### config.mk
export PLATFORM = sky130hd
export DESIGN_NAME = capcmp_timer
export DESIGN_NICKNAME = d
export VERILOG_FILES = /design/src/rtl/capcmp_pkg.sv /design/src/rtl/capcmp_sync.sv /design/src/rtl/capcmp_timebase.sv /design/src/rtl/capcmp_capture.sv /design/src/rtl/capcmp_compare.sv /design/src/rtl/capcmp_timer.sv
export SDC_FILE = /design/constraint.sdc
export NUM_CORES = 1
export LEC_CHECK = 0
export BUFFER_PORTS_ARGS = -buffer_cell sky130_fd_sc_hd__clkbuf_2
export CAP_MARGIN = 20
export CORE_ASPECT_RATIO = 1.75
export CORE_MARGIN = 1
export CORE_UTILIZATION = 55
export DETAILED_ROUTE_END_ITERATION = 6
export PLACE_DENSITY = 0.71
export SLEW_MARGIN = 10
export SYNTH_ARGS = -nofsm -noshare
export SYNTH_HDL_FRONTEND = slang
export SYNTH_SLANG_ARGS = --single-unit
export TNS_END_PERCENT = 1
### constraint.sdc
create_clock -name clk -period 4 [get_ports clk]
set_input_delay 0.4 -clock clk [delete_from_list [all_inputs] [get_ports clk]]
set_output_delay 0.4 -clock clk [all_outputs]
set_load 0.01 [all_outputs]
### src/rtl/capcmp_pkg.sv
package capcmp_pkg;

   typedef enum logic [1:0] {
      MD_HALT   = 2'b00,
      MD_SYSDIV = 2'b01,
      MD_RSVD   = 2'b10,
      MD_EXTCLK = 2'b11
   } tmr_mode_e;

   localparam int A_CTRL = 0;
   localparam int A_EDGE = 1;
   localparam int A_SETM = 2;
   localparam int A_RSTM = 3;
   localparam int A_TOGM = 4;
   localparam int A_CMP0 = 5;
   localparam int A_FLAG = 8;
   localparam int A_TMR  = 9;
   localparam int A_CAP0 = 10;

   localparam int NCMP = 3;

endpackage

### src/rtl/capcmp_sync.sv
module capcmp_sync #(
   parameter int W = 1
) (
   input  logic         clk,
   input  logic         rst_n,
   input  logic [W-1:0] din,
   output logic [W-1:0] lvl,
   output logic [W-1:0] prv
);

   logic [W-1:0] meta_q;

   always_ff @(posedge clk) begin
      if (!rst_n) begin
         meta_q <= '0;
         lvl    <= '0;
         prv    <= '0;
      end else begin
         meta_q <= din;
         lvl    <= meta_q;
         prv    <= lvl;
      end
   end

endmodule

### src/rtl/capcmp_timebase.sv
module capcmp_timebase
   import capcmp_pkg::*;
#(
   parameter int TW  = 16,
   parameter int DIV = 12,
   parameter int PSW = 2
) (
   input  logic          clk,
   input  logic          rst_n,
   input  logic [1:0]    mode,
   input  logic [PSW-1:0] psel,
   input  logic          ext_rise,
   input  logic          clr,
   input  logic          low_sel,
   output logic [TW-1:0] tmr,
   output logic [TW-1:0] tmr_nxt,
   output logic          load,
   output logic          ovf_evt
);

   localparam int PCW = (1 << PSW) - 1;

   logic           sys_tick;
   logic           base_tick;
   logic           inc;
   logic [PCW-1:0] pcnt;
   logic [PCW-1:0] plim;
   logic           pcnt_last;

   generate
      if (DIV > 1) begin : g_div
         localparam int DCW = $clog2(DIV);
         logic [DCW-1:0] dcnt;
         always_ff @(posedge clk) begin
            if (!rst_n)                        dcnt <= '0;
            else if (mode != MD_SYSDIV)        dcnt <= '0;
            else if (dcnt == DCW'(DIV - 1))    dcnt <= '0;
            else                               dcnt <= dcnt + 1'b1;
         end
         assign sys_tick = (mode == MD_SYSDIV) && (dcnt == DCW'(DIV - 1));
      end else begin : g_nodiv
         assign sys_tick = (mode == MD_SYSDIV);
      end
   endgenerate

   assign base_tick = sys_tick | ((mode == MD_EXTCLK) & ext_rise);
   assign plim      = ~({PCW{1'b1}} << psel);
   assign pcnt_last = (pcnt >= plim);

   always_ff @(posedge clk) begin
      if (!rst_n)          pcnt <= '0;
      else if (base_tick)  pcnt <= pcnt_last ? '0 : pcnt + 1'b1;
   end

   assign inc     = base_tick & pcnt_last;
   assign load    = inc | clr;
   assign tmr_nxt = clr ? '0 : tmr + 1'b1;
   assign ovf_evt = inc & ~clr & (low_sel ? (&tmr[7:0]) : (&tmr));

   always_ff @(posedge clk) begin
      if (!rst_n)     tmr <= '0;
      else if (load)  tmr <= tmr_nxt;
   end

   p_step_r2: assert property (@(posedge clk) disable iff (!rst_n)
      (inc && !clr) |=> (tmr == $past(tmr) + 1'b1));

   p_hold_r2: assert property (@(posedge clk) disable iff (!rst_n)
      (!inc && !clr) |=> $stable(tmr));

   p_clear_r5: assert property (@(posedge clk) disable iff (!rst_n)
      clr |=> (tmr == '0));

endmodule

### src/rtl/capcmp_capture.sv
module capcmp_capture #(
   parameter int TW = 16
) (
   input  logic          clk,
   input  logic          rst_n,
   input  logic          rise,
   input  logic          fall,
   input  logic          pos_en,
   input  logic          neg_en,
   input  logic [TW-1:0] tmr,
   output logic [TW-1:0] cap_q,
   output logic          hit
);

   assign hit = (rise & pos_en) | (fall & neg_en);

   always_ff @(posedge clk) begin
      if (!rst_n)    cap_q <= '0;
      else if (hit)  cap_q <= tmr;
   end

   p_latch_r7: assert property (@(posedge clk) disable iff (!rst_n)
      hit |=> (cap_q == $past(tmr)));

   p_keep_r6: assert property (@(posedge clk) disable iff (!rst_n)
      !hit |=> $stable(cap_q));

endmodule

### src/rtl/capcmp_compare.sv
module capcmp_compare #(
   parameter int TW   = 16,
   parameter int NOUT = 8,
   parameter int NC   = 3
) (
   input  logic                  clk,
   input  logic                  rst_n,
   input  logic                  load,
   input  logic [TW-1:0]         tmr_nxt,
   input  logic [NC-1:0][TW-1:0] cmp,
   input  logic [NOUT-1:0]       set_m,
   input  logic [NOUT-1:0]       rst_m,
   input  logic [NOUT-1:0]       tog_m,
   output logic [NC-1:0]         hit,
   output logic [NOUT-1:0]       pin_q
);

   logic [NOUT-1:0] pin_nxt;

   generate
      if (NC != 3) begin : g_bad_nc
         $error("capcmp_compare needs exactly three compare registers");
      end
      for (genvar k = 0; k < NC; k++) begin : g_eq
         assign hit[k] = load && (tmr_nxt == cmp[k]);
      end
   endgenerate

   always_comb begin
      pin_nxt = pin_q;
      if (hit[0]) pin_nxt = pin_nxt | set_m;
      if (hit[1]) pin_nxt = pin_nxt & ~rst_m;
      if (hit[2]) pin_nxt = pin_nxt ^ tog_m;
   end

   always_ff @(posedge clk) begin
      if (!rst_n) pin_q <= '0;
      else        pin_q <= pin_nxt;
   end

   p_set_r8: assert property (@(posedge clk) disable iff (!rst_n)
      (hit == 3'b001) |=> ((pin_q & $past(set_m)) == $past(set_m)));

   p_reset_r9: assert property (@(posedge clk) disable iff (!rst_n)
      (hit == 3'b010) |=> ((pin_q & $past(rst_m)) == '0));

   p_toggle_r10: assert property (@(posedge clk) disable iff (!rst_n)
      (hit == 3'b100) |=> (pin_q == ($past(pin_q) ^ $past(tog_m))));

   p_quiet_r8: assert property (@(posedge clk) disable iff (!rst_n)
      (hit == '0) |=> $stable(pin_q));

endmodule

### src/rtl/capcmp_timer.sv
module capcmp_timer
   import capcmp_pkg::*;
#(
   parameter int TW   = 16,
   parameter int NCAP = 4,
   parameter int NOUT = 8,
   parameter int DIV  = 12,
   parameter int PSW  = 2,
   parameter int AW   = 4
) (
   input  logic            clk,
   input  logic            rst_n,
   input  logic            wr_en,
   input  logic [AW-1:0]   addr,
   input  logic [TW-1:0]   wdata,
   output logic [TW-1:0]   rdata,
   input  logic [NCAP-1:0] cap_in,
   input  logic            ext_clk,
   input  logic            ext_rst,
   output logic [NOUT-1:0] cmp_out
);

   localparam int NFLG   = NCAP + 4;
   localparam int CTW    = 4 + PSW;
   localparam int B_PS   = 2;
   localparam int B_ERST = 2 + PSW;
   localparam int B_LOW  = 3 + PSW;

   generate
      if (TW < 9 || TW < NFLG || TW < 2 * NCAP || TW < NOUT || TW < CTW) begin : g_bad_w
         $error("capcmp_timer: data width too small for the register layout");
      end
      if (PSW < 1) begin : g_bad_ps
         $error("capcmp_timer: prescaler field needs at least one bit");
      end
      if (A_CAP0 + NCAP > (1 << AW)) begin : g_bad_aw
         $error("capcmp_timer: address width cannot reach all capture registers");
      end
   endgenerate

   logic [CTW-1:0]             ctrl_q;
   logic [2*NCAP-1:0]          edge_q;
   logic [NOUT-1:0]            setm_q, rstm_q, togm_q;
   logic [NCMP-1:0][TW-1:0]    cmp_q;
   logic [NFLG-1:0]            flg_q;
   logic [NFLG-1:0]            flg_set;
   logic                       wr_flag;

   logic [NCAP+1:0]            pin_lvl, pin_prv;
   logic [NCAP-1:0]            cap_rise, cap_fall, cap_hit;
   logic                       clk_rise, clr_rise, clr_req;
   logic [NCAP-1:0][TW-1:0]    cap_q;
   logic [TW-1:0]              tmr, tmr_nxt;
   logic                       load, ovf_evt;
   logic [NCMP-1:0]            cmp_hit;

   // configuration registers
   always_ff @(posedge clk) begin
      if (!rst_n) begin
         ctrl_q <= '0;
         edge_q <= '0;
         setm_q <= '0;
         rstm_q <= '0;
         togm_q <= '0;
         cmp_q  <= '0;
      end else if (wr_en) begin
         if (addr == AW'(A_CTRL)) ctrl_q <= wdata[CTW-1:0];
         if (addr == AW'(A_EDGE)) edge_q <= wdata[2*NCAP-1:0];
         if (addr == AW'(A_SETM)) setm_q <= wdata[NOUT-1:0];
         if (addr == AW'(A_RSTM)) rstm_q <= wdata[NOUT-1:0];
         if (addr == AW'(A_TOGM)) togm_q <= wdata[NOUT-1:0];
         for (int k = 0; k < NCMP; k++) begin
            if (addr == AW'(A_CMP0 + k)) cmp_q[k] <= wdata;
         end
      end
   end

   // pin synchronisers and edge extraction
   capcmp_sync #(.W(NCAP + 2)) u_sync (
      .clk   (clk),
      .rst_n (rst_n),
      .din   ({ext_rst, ext_clk, cap_in}),
      .lvl   (pin_lvl),
      .prv   (pin_prv)
   );

   assign cap_rise = pin_lvl[NCAP-1:0] & ~pin_prv[NCAP-1:0];
   assign cap_fall = ~pin_lvl[NCAP-1:0] & pin_prv[NCAP-1:0];
   assign clk_rise = pin_lvl[NCAP] & ~pin_prv[NCAP];
   assign clr_rise = pin_lvl[NCAP+1] & ~pin_prv[NCAP+1];
   assign clr_req  = clr_rise & ctrl_q[B_ERST];

   capcmp_timebase #(.TW(TW), .DIV(DIV), .PSW(PSW)) u_tb (
      .clk      (clk),
      .rst_n    (rst_n),
      .mode     (ctrl_q[1:0]),
      .psel     (ctrl_q[B_PS +: PSW]),
      .ext_rise (clk_rise),
      .clr      (clr_req),
      .low_sel  (ctrl_q[B_LOW]),
      .tmr      (tmr),
      .tmr_nxt  (tmr_nxt),
      .load     (load),
      .ovf_evt  (ovf_evt)
   );

   generate
      for (genvar i = 0; i < NCAP; i++) begin : g_cap
         capcmp_capture #(.TW(TW)) u_cap (
            .clk    (clk),
            .rst_n  (rst_n),
            .rise   (cap_rise[i]),
            .fall   (cap_fall[i]),
            .pos_en (edge_q[i]),
            .neg_en (edge_q[NCAP + i]),
            .tmr    (tmr),
            .cap_q  (cap_q[i]),
            .hit    (cap_hit[i])
         );
      end
   endgenerate

   capcmp_compare #(.TW(TW), .NOUT(NOUT), .NC(NCMP)) u_cmp (
      .clk     (clk),
      .rst_n   (rst_n),
      .load    (load),
      .tmr_nxt (tmr_nxt),
      .cmp     (cmp_q),
      .set_m   (setm_q),
      .rst_m   (rstm_q),
      .tog_m   (togm_q),
      .hit     (cmp_hit),
      .pin_q   (cmp_out)
   );

   // sticky event flags
   assign flg_set = {ovf_evt, cmp_hit, cap_hit};
   assign wr_flag = wr_en && (addr == AW'(A_FLAG));

   always_ff @(posedge clk) begin
      if (!rst_n) flg_q <= '0;
      else        flg_q <= (wr_flag ? (flg_q & wdata[NFLG-1:0]) : flg_q) | flg_set;
   end

   // read path
   always_comb begin
      rdata = '0;
      if (addr == AW'(A_CTRL)) rdata = TW'(ctrl_q);
      if (addr == AW'(A_EDGE)) rdata = TW'(edge_q);
      if (addr == AW'(A_SETM)) rdata = TW'(setm_q);
      if (addr == AW'(A_RSTM)) rdata = TW'(rstm_q);
      if (addr == AW'(A_TOGM)) rdata = TW'(togm_q);
      if (addr == AW'(A_FLAG)) rdata = TW'(flg_q);
      if (addr == AW'(A_TMR))  rdata = tmr;
      for (int k = 0; k < NCMP; k++) begin
         if (addr == AW'(A_CMP0 + k)) rdata = cmp_q[k];
      end
      for (int i = 0; i < NCAP; i++) begin
         if (addr == AW'(A_CAP0 + i)) rdata = cap_q[i];
      end
   end

   p_sticky_r12: assert property (@(posedge clk) disable iff (!rst_n)
      !wr_flag |=> ((flg_q & $past(flg_q)) == $past(flg_q)));

   p_capflag_r7: assert property (@(posedge clk) disable iff (!rst_n)
      (cap_hit != '0) |=> ((flg_q[NCAP-1:0] & $past(cap_hit)) == $past(cap_hit)));

endmodule

### Word-level counts from Yosys, hierarchy flattened

Index checks and enable logic that the tools add are counted.

* flip-flop bits (word level): 207
* output and inout port bits: 24

* bitwise operators: 36
* eq/ne operators: 20
* multiplexer cells: 21
* $lt $le $gt $ge: 1
* add/subtract/negate cells: 3
* shift operators: 1
* reductions and logical operators: 17

Operator list (number)
* $mux 16: 14
* $eq 16x16->1: 3
* $mux 8: 4
* $eq 4x4->1 const B: 7
* $add 16x1->16 const B: 1
* $and 8x8->8: 2
* $eq 4x3->1 const B: 4
* $or 8x8->8: 2
* $reduce_and 16->1: 1
* $reduce_and 2->1: 8
* $and 1x1->1: 15
* $and 4x4->4: 2
* $eq 4x2->1 const B: 2
* $not 4->4: 2
* $not 8->8: 1
* $reduce_and 8->1: 1
* $xor 8x8->8: 1
* $mux 6: 1
* $or 1x1->1: 6
* $logic_and 1x1->1: 5
* $add 4x1->4 const B: 1
* $eq 4x1->1 const B: 1
* $logic_not 4->1: 1
* $not 1->1: 4
* other kinds (10): 10

### Longest topological paths before layout

Gate-level depths: netlist of the first run.

* word-level depth: 15
* mapped depth: 12
* gate-level depth less buffers: 10

### By module

Synthesis of the first run repeated with hierarchy kept, for this count alone.

* cells, all modules: 1367
* area, all modules: 11335.9 um2

By module, submodules not included
* capcmp_timer: cells an instance 706, area each 5506.5 um2, instances 1
* capcmp_capture: cells an instance 71, area each 663.1 um2, instances 4
* capcmp_timebase: cells an instance 197, area each 1571.5 um2, instances 1
* capcmp_compare: cells an instance 143, area each 1103.6 um2, instances 1
* capcmp_sync: cells an instance 37, area each 501.7 um2, instances 1

### Worst setup path after synthesis of the first run

Ideal clock, no wire load.

* kind: flip-flop to flip-flop
* start point: register ctrl_q[2]
* end point: register u_cmp.pin_q[0]
* stages on the path, launching flop included: 13
* path slack: 1.254 ns
* arrival: 2.625 ns
* path buffers: 2
* period minus slack after synthesis: 2.746 ns
* path through: dfxtp_1 > or2_2 > ha_1 > nand2b_1 > a211oi_1 > o31a_1 > clkbuf_1 > a2111oi_0 > and4b_1 > buf_2 > a41oi_1 > a21oi_1 > mux2i_1

* cells in the longest elaborated chain, start to end: 11
* elaborated cells on any way between the ends: 13
* those cells by class: order compare: 1; shift: 1; mux: 3; bitwise: 5; reduce/logical: 3

Ends and longest elaborated chain
* start: declaration: line capcmp_timer.sv:41 `logic [CTW-1:0] ctrl_q;`
* start signal: assignment: line capcmp_timer.sv:67 `if (addr == AW'(A_CTRL)) ctrl_q <= wdata[CTW-1:0];`
* $shl 3x2->3 (*): line capcmp_timebase.sv:47 `assign plim = ~({PCW{1'b1}} << psel);`
* $not 3->3 (*): line capcmp_timebase.sv:47
* $ge 3x3->1 (*): line capcmp_timebase.sv:48 `assign pcnt_last = (pcnt >= plim);`
* $and 1x1->1 (*): line capcmp_timebase.sv:55 `assign inc = base_tick & pcnt_last;`
* $or 1x1->1 (*): line capcmp_timebase.sv:56 `assign load = inc | clr;`
* $logic_and 1x1->1: line capcmp_compare.sv:25 `assign hit[k] = load && (tmr_nxt == cmp[k]);`
* $mux 8: line capcmp_compare.sv:31 `if (hit[0]) pin_nxt = pin_nxt | set_m;`
* $and 8x8->8: line capcmp_compare.sv:32 `if (hit[1]) pin_nxt = pin_nxt & ~rst_m;`
* $mux 8: line capcmp_compare.sv:32
* $xor 8x8->8: line capcmp_compare.sv:33 `if (hit[2]) pin_nxt = pin_nxt ^ tog_m;`
* $mux 8 (*): line capcmp_compare.sv:33
* end signal: assignment: line capcmp_compare.sv:38 `else pin_q <= pin_nxt;`
* end: declaration: line capcmp_compare.sv:15 `output logic [NOUT-1:0] pin_q`

Mark *: on every way between the ends. The rest lies on a longest branch, timed or not.
A chain may end at the register's enable or synchronous reset.

### Final worst setup path of the first run

* start point: register u_tb.tmr[4]
* end point: register u_cmp.pin_q[2]

* cells in the longest elaborated chain, start to end: 9
* elaborated cells on any way between the ends: 13
* those cells by class: add/sub: 1; eq/ne: 3; mux: 4; bitwise: 2; reduce/logical: 3

Ends and longest elaborated chain
* start: declaration: line capcmp_timebase.sv:15 `output logic [TW-1:0] tmr,`
* start signal: assignment: line capcmp_timebase.sv:62 `else if (load) tmr <= tmr_nxt;`
* $add 16x1->16 (*): line capcmp_timebase.sv:57 `assign tmr_nxt = clr ? '0 : tmr + 1'b1;`
* $mux 16 (*): line capcmp_timebase.sv:57
* $eq 16x16->1: line capcmp_compare.sv:25
* $logic_and 1x1->1: line capcmp_compare.sv:25
* $mux 8: line capcmp_compare.sv:31
* $and 8x8->8: line capcmp_compare.sv:32
* $mux 8: line capcmp_compare.sv:32
* $xor 8x8->8: line capcmp_compare.sv:33
* $mux 8 (*): line capcmp_compare.sv:33

Marked as above.

==> flow_summary.toml, run 1 <==
[run_status]
status = "finished clean"

[yosys]
synth_fa_ha_area_share_pct = 0.7065
yosys_warnings = 0
synthXorXnorAreaFrac_pct = 3.815
synth-simple-area-share_pct = 21.44
synth_top_cell_area_share_pct = 39.00
synthTopCellsByArea = "dfxtp_1 39%, mux2i_1 12%, nor2_1 6.6%"
ys_seq_area_share_pct = 39.00
synth.distinct_cells = 70
syn-cell-area_sq_mm = 0.01063
async_flop_share_pct = 0
yosys-top-cells-count = "207 x dfxtp_1, 187 x nor2_1, 146 x nand2_1"
synth_edf_count = 0
synth-compound-area-share_pct = 17.32
post-synth-top-count-cell = "dfxtp_1"
postSynthAreaPerCell_sq_um = 8.282
yosys.area.top_type = "dfxtp_1"
synth_ff_type = "dfxtp_1"
syn-num-nets = 1318
synth_top_family_by_area = "simple AND/OR/NAND/NOR gates"
synth_cells = 1283
yosys_register_bits = 207
synth_mux_area_share_pct = 13.00

[floorplan]
fp.dieArea_sq_mm = 0.01990
coreArea_sq_mm = 0.01875
start_util_pct = 56.69
ios = 53
die_x_um = 107.1
rows = 66
die_h_um = 185.9

[timing]
relSlewSlack_pct = 30.30
hold_viol_final = 0
drv_slew = 0
max_freq_ghz = 0.2810
tns_ns = 0
worst_pin_slew_ns = 1.046
holdWs_ns = 0.08980
post-route-period-util_pct = 88.96
fin_crit_ns = 3.559
rsz0062_at_grt = "no"
skew_ns = 0.01911
setup_viol = 0

[clock_network]
htreeDepth = 1
cts-root-buf = "clkbuf_16"
clk_latency_ns = 0.52
cts_buffer_depth = 3
cts_buffers = 21
cts_resized = 0
cts_tree = "built"
clkSlewWorstSetupHoldPaths_ns = 0.06
postCtsHoldBufs = 0
clock_sinks = 207
cts_setup_buffers = 0

[pwr]
clockPowerShare_pct = 48.2
p_comb_share_pct = 5.6
p_leak_nw = 4.524
p_int_mw = 3.492
power_density_mw_per_mm2 = 385.6
total_power_mw = 4.542
ir_worst_vdd_mv = 0.4314
p_sw_share_pct = 23.13
sequentialPowerShare_pct = 46.2
switching_power_mw = 1.051

[drt]
drc = 0
ant_nets = 0
via_per_inst = 6.396
firstDrtPassIters = 6
drt-initial-drc-count = 842
drt_wl_total_um = 35840
dr_total_vias = 9824
wl_per_cell_um = 23.34

[setup_path]
path_max_fanout = 20
worst_path_max_delay_cell = "dfxtp_1"
crit_buf_inv = 0
crit_family = "simple AND/OR/NAND/NOR gates"
cpPeakStageDelay_ns = 0.81
r2r_start = "u_tb.tmr[4]"
cp_data_arrival_time_ns = 4.00
setup.worst_path.class = "flop to flop"
crit_chain = "nand4_2 > nor4_1 > mux2i_1 > xor2_1 > nor4_4 > a41oi_1 > a21oi_1 > mux2i_1"
end_kind = "flop"
critPathLaunchType = "flop"
cp_common_cell = "mux2i_1"
crit_path_start = "u_tb.tmr[4]"
worstPathRequired_ns = 4.44

[hold_path]
hold_start = "cap_in[2]"
hold_class = "input pin to flop"

[layout]
nNetsFinal = 1319
area_growth_syn_to_layout_pct = 10.84
drive_gt1_share_pct = 12.25
antennaDiodeCount = 0

[grt]
grt_pass1_wl_um = 53790
grt_usage_pct = 36.26
antenna_found_initial = 0
grt_max_degree = 75
grt_pass1_vias = 9279
overflow = 0

[placed_design]
io_buffers = 52
dp_hpwl_um = 25410
gp_congestion = 1.006

[run]
cap_violations = 0
-- final cells by class --
type / count / area [sq um]
clock buffers: 26 / 564.3
clock inverters: 11 / 197.7
fillers: 1705 / 6967
inverters: 11 / 43.79
multi-input cells: 957 / 6003
flip-flops and latches: 207 / 4144
well taps: 238 / 297.8
repair buffers: 86 / 528.0
-- metrics by stage --
stage	utilization, %	cell area (sq um)	setup WS (ns)	instances
detailed placement	58.73	11010	0.4861	1498
floorplan	-	10630	1.254	1283
CTS	62.80	11770	0.4778	1535
finish	62.84	11780	0.4414	1536
global placement	58.73	11010	0.5664	1498
global route	62.84	11780	0.2200	1536
-- worst paths after layout --
path,endpoint,slack [ns],cells past startpoint
worst max-delay path,u_cmp.pin_q[2],0.44,8
worst min-delay path,u_sync.meta_q[2],0.09,2
worst max register to register,u_cmp.pin_q[2],0.44,8
worst min register to register,u_sync.lvl[3],0.43,1
-- layout by cell type (no fill, tap or decap), drive strengths merged, types with 28 or more instances in the layout --
cell	synthesis	layout
dfxtp	207	207
nor2	187	187
nand2	146	146
mux2i	129	129
a21oi	97	97
clkbuf	75	78
o21ai	49	49
buf	33	34
and2	33	33
a22oi	28	28
-- power by group through the flow --
stage	logic (mW)	clock network, mW	registers (mW)
finish	0.254	2.19	2.10
global route	0.267	2.29	2.10
CTS	0.248	2.21	2.10
detailed placement	0.247	0	2.15
global placement	0.245	0	2.15
floorplan	0.158	0	2.14
-- per-layer routing --
layer / up-vias / part of all wire (%) / global-route usage, %
li1: 4512 / - / -
met1: 4648 / 35 / 39.04
met2: 496 / 50 / 63.25
met3: 168 / 5.9 / 4.377
met4: 0 / 9.1 / 29.42
met5: - / 0 / 0
-- cell families (layout without fill, tap and decap cells) --
logic type / after synthesis / in the layout
XOR/XNOR: 43 / 43
AO/OA/AOI/OAI: 286 / 286
flip-flops: 207 / 207
adder cells (fa/ha/maj): 6 / 6
buffers and inverters: 119 / 134
multiplexers: 137 / 137
AND/OR/NAND/NOR: 485 / 485
-- registers in the layout, indices dropped and copies added, names as in the netlist --
register,flops
u_sync.meta_q,6
ctrl_q,6
u_tb.tmr,16
u_cmp.pin_q,8
u_tb.g_div.dcnt,4
togm_q,8
u_sync.prv,6
rstm_q,8
u_sync.lvl,6
setm_q,8
flg_q,8
g_cap.u_cap.cap_q,64
u_tb.pcnt,3
edge_q,8
cmp_q,48
(Power assumes the default switching activity.)
==> inputs of run 2 (changes only) <==
CORE_UTILIZATION = 65   (was 55)
PLACE_DENSITY = 0.82   (was 0.71)
==> flow_summary.toml, run 2 (synthesized netlist as in run 1, its figures left out) <==
[layout]
final_area_sq_mm = 0.01157
regMostFlops = "g_cap.u_cap.cap_q"
fillers = 1271
drive_gt1_share_pct = 11.86
reg_top3 = "g_cap.u_cap.cap_q (64), cmp_q (48), u_tb.tmr (16)"
layout_common_cells = "207 x dfxtp_1, 187 x nor2_1, 146 x nand2_1"
fin_cells = 1479
nNetsFinal = 1311
antennaDiodeCount = 0
mostFrequentLayoutCell = "dfxtp_1"
final-seq-area_sq_mm = 0.004144
area_growth_syn_to_layout_pct = 8.843
largest_reg_flops = 64
multi_input_area_sq_mm = 0.005996

[floorplan]
start_util_pct = 66.62
rows = 61
coreArea_sq_mm = 0.01595
ios = 53
die_x_um = 98.66
die_h_um = 171.1
fp.dieArea_sq_mm = 0.01688

[setup_path]
cp_data_arrival_time_ns = 4.24
path_max_fanout = 17
worstPathRequired_ns = 4.41
setup.worst_path.class = "flop to flop"
critPathLaunchType = "flop"
end_kind = "flop"

[clock_network]
cts_buffer_depth = 3
cts-root-buf = "clkbuf_16"
cts_resized = 0
htreeDepth = 1
clk_latency_ns = 0.50
cts_tree = "built"
clock_sinks = 207
cts_buffers = 20
clkSlewWorstSetupHoldPaths_ns = 0.07

[grt]
grt_pass1_vias = 9321
antenna_found_initial = 0
overflow = 0
grt_max_degree = 80
grt_usage_pct = 40.68
grt_pass1_wl_um = 52060

[drt]
dr_total_vias = 9764
wl_per_cell_um = 23.38
via_per_inst = 6.602
drt_wl_total_um = 34590
drt-initial-drc-count = 945
firstDrtPassIters = 5
ant_nets = 0
drc = 0

[timing]
fin_crit_ns = 3.826
tns_ns = 0
post-route-period-util_pct = 95.65
drv_slew = 0
setup_viol = 0
skew_ns = 0.01268
rsz0062_at_grt = "no"
max_freq_ghz = 0.2614
worst_pin_slew_ns = 1.073
hold_viol_final = 0
relSlewSlack_pct = 28.22

[placed_design]
gp_congestion = 1.062
dp_hpwl_um = 25030
dpl_cell_area_sq_mm = 0.01090
io_buffers = 52
dp.cells = 1443

[pwr]
total_power_mw = 4.267
ir_worst_vdd_mv = 0.3668
p_leak_nw = 4.457
power_density_mw_per_mm2 = 368.9

[hold_path]
hold_class = "input pin to flop"

[run]
cap_violations = 0

[run_status]
status = "finished clean"
-- run 2: final timing paths --
check | slack [ns] | to | startpoint | cells after the start
min | 0.10 | u_sync.meta_q[2] | cap_in[2] | 2
min reg2reg | 0.43 | u_sync.lvl[3] | u_sync.meta_q[3] | 1
max reg2reg | 0.17 | u_cmp.pin_q[2] | u_tb.tmr[1] | 9
max | 0.17 | u_cmp.pin_q[2] | u_tb.tmr[1] | 9
-- run 2: layer usage --
| layer | wire length (um) | track usage, % | vias up |
|---|---|---|---|
| li1 | - | - | 4504 |
| met1 | 12010 | 42.96 | 4557 |
| met2 | 16480 | 69.11 | 517 |
| met3 | 2215 | 5.392 | 186 |
| met4 | 3881 | 39.33 | 0 |
| met5 | 0 | 0 | - |
-- run 2: critical path, cell delays in order (launching register included) --
cell	delay (ns)
dfxtp_1	0.58
ha_1	0.34
nand3_1	0.45
or4_1	0.65
o21ai_2	0.12
xor2_1	0.09
a2111oi_0	0.38
and4_1	0.69
nand4_1	0.22
mux2i_1	0.22
-- run 2: timing repair --
item | 4_1_cts | 5_1_grt
setup endpoints to repair | 0 | 1
hold buffers | 0 | 0
setup buffers | 0 | 0
-- run 2: stage by stage --
stage | util (%) | worst slack (ns) | hold WS (ns)
detailed placement | 68.30 | 0.3606 | 0.4190
finish | 72.51 | 0.1741 | 0.1033
floorplan | - | 1.254 | 0.4119
global placement | 68.30 | 0.4561 | 0.4128
CTS | 72.51 | 0.2115 | 0.09949
global route | 72.51 | 0.02858 | 0.1099
-- run 2: area by class of cell --
cell class / count / share of cell area (%)
repair buffers: 79 / 4.111
well taps: 189 / 2.045
inverters: 11 / 0.3786
flip-flops and latches: 207 / 35.83
clock inverters: 10 / 0.7464
multi-input cells: 957 / 51.84
clock buffers: 26 / 5.052
-- run 2: power by group --
group          leakage (nW)  internal, mW  switching, mW
registers              1.67          2.08         0.0208
clock network         0.339          1.10          0.818
logic                  2.45        0.0788          0.169
total                  4.46          3.26           1.01
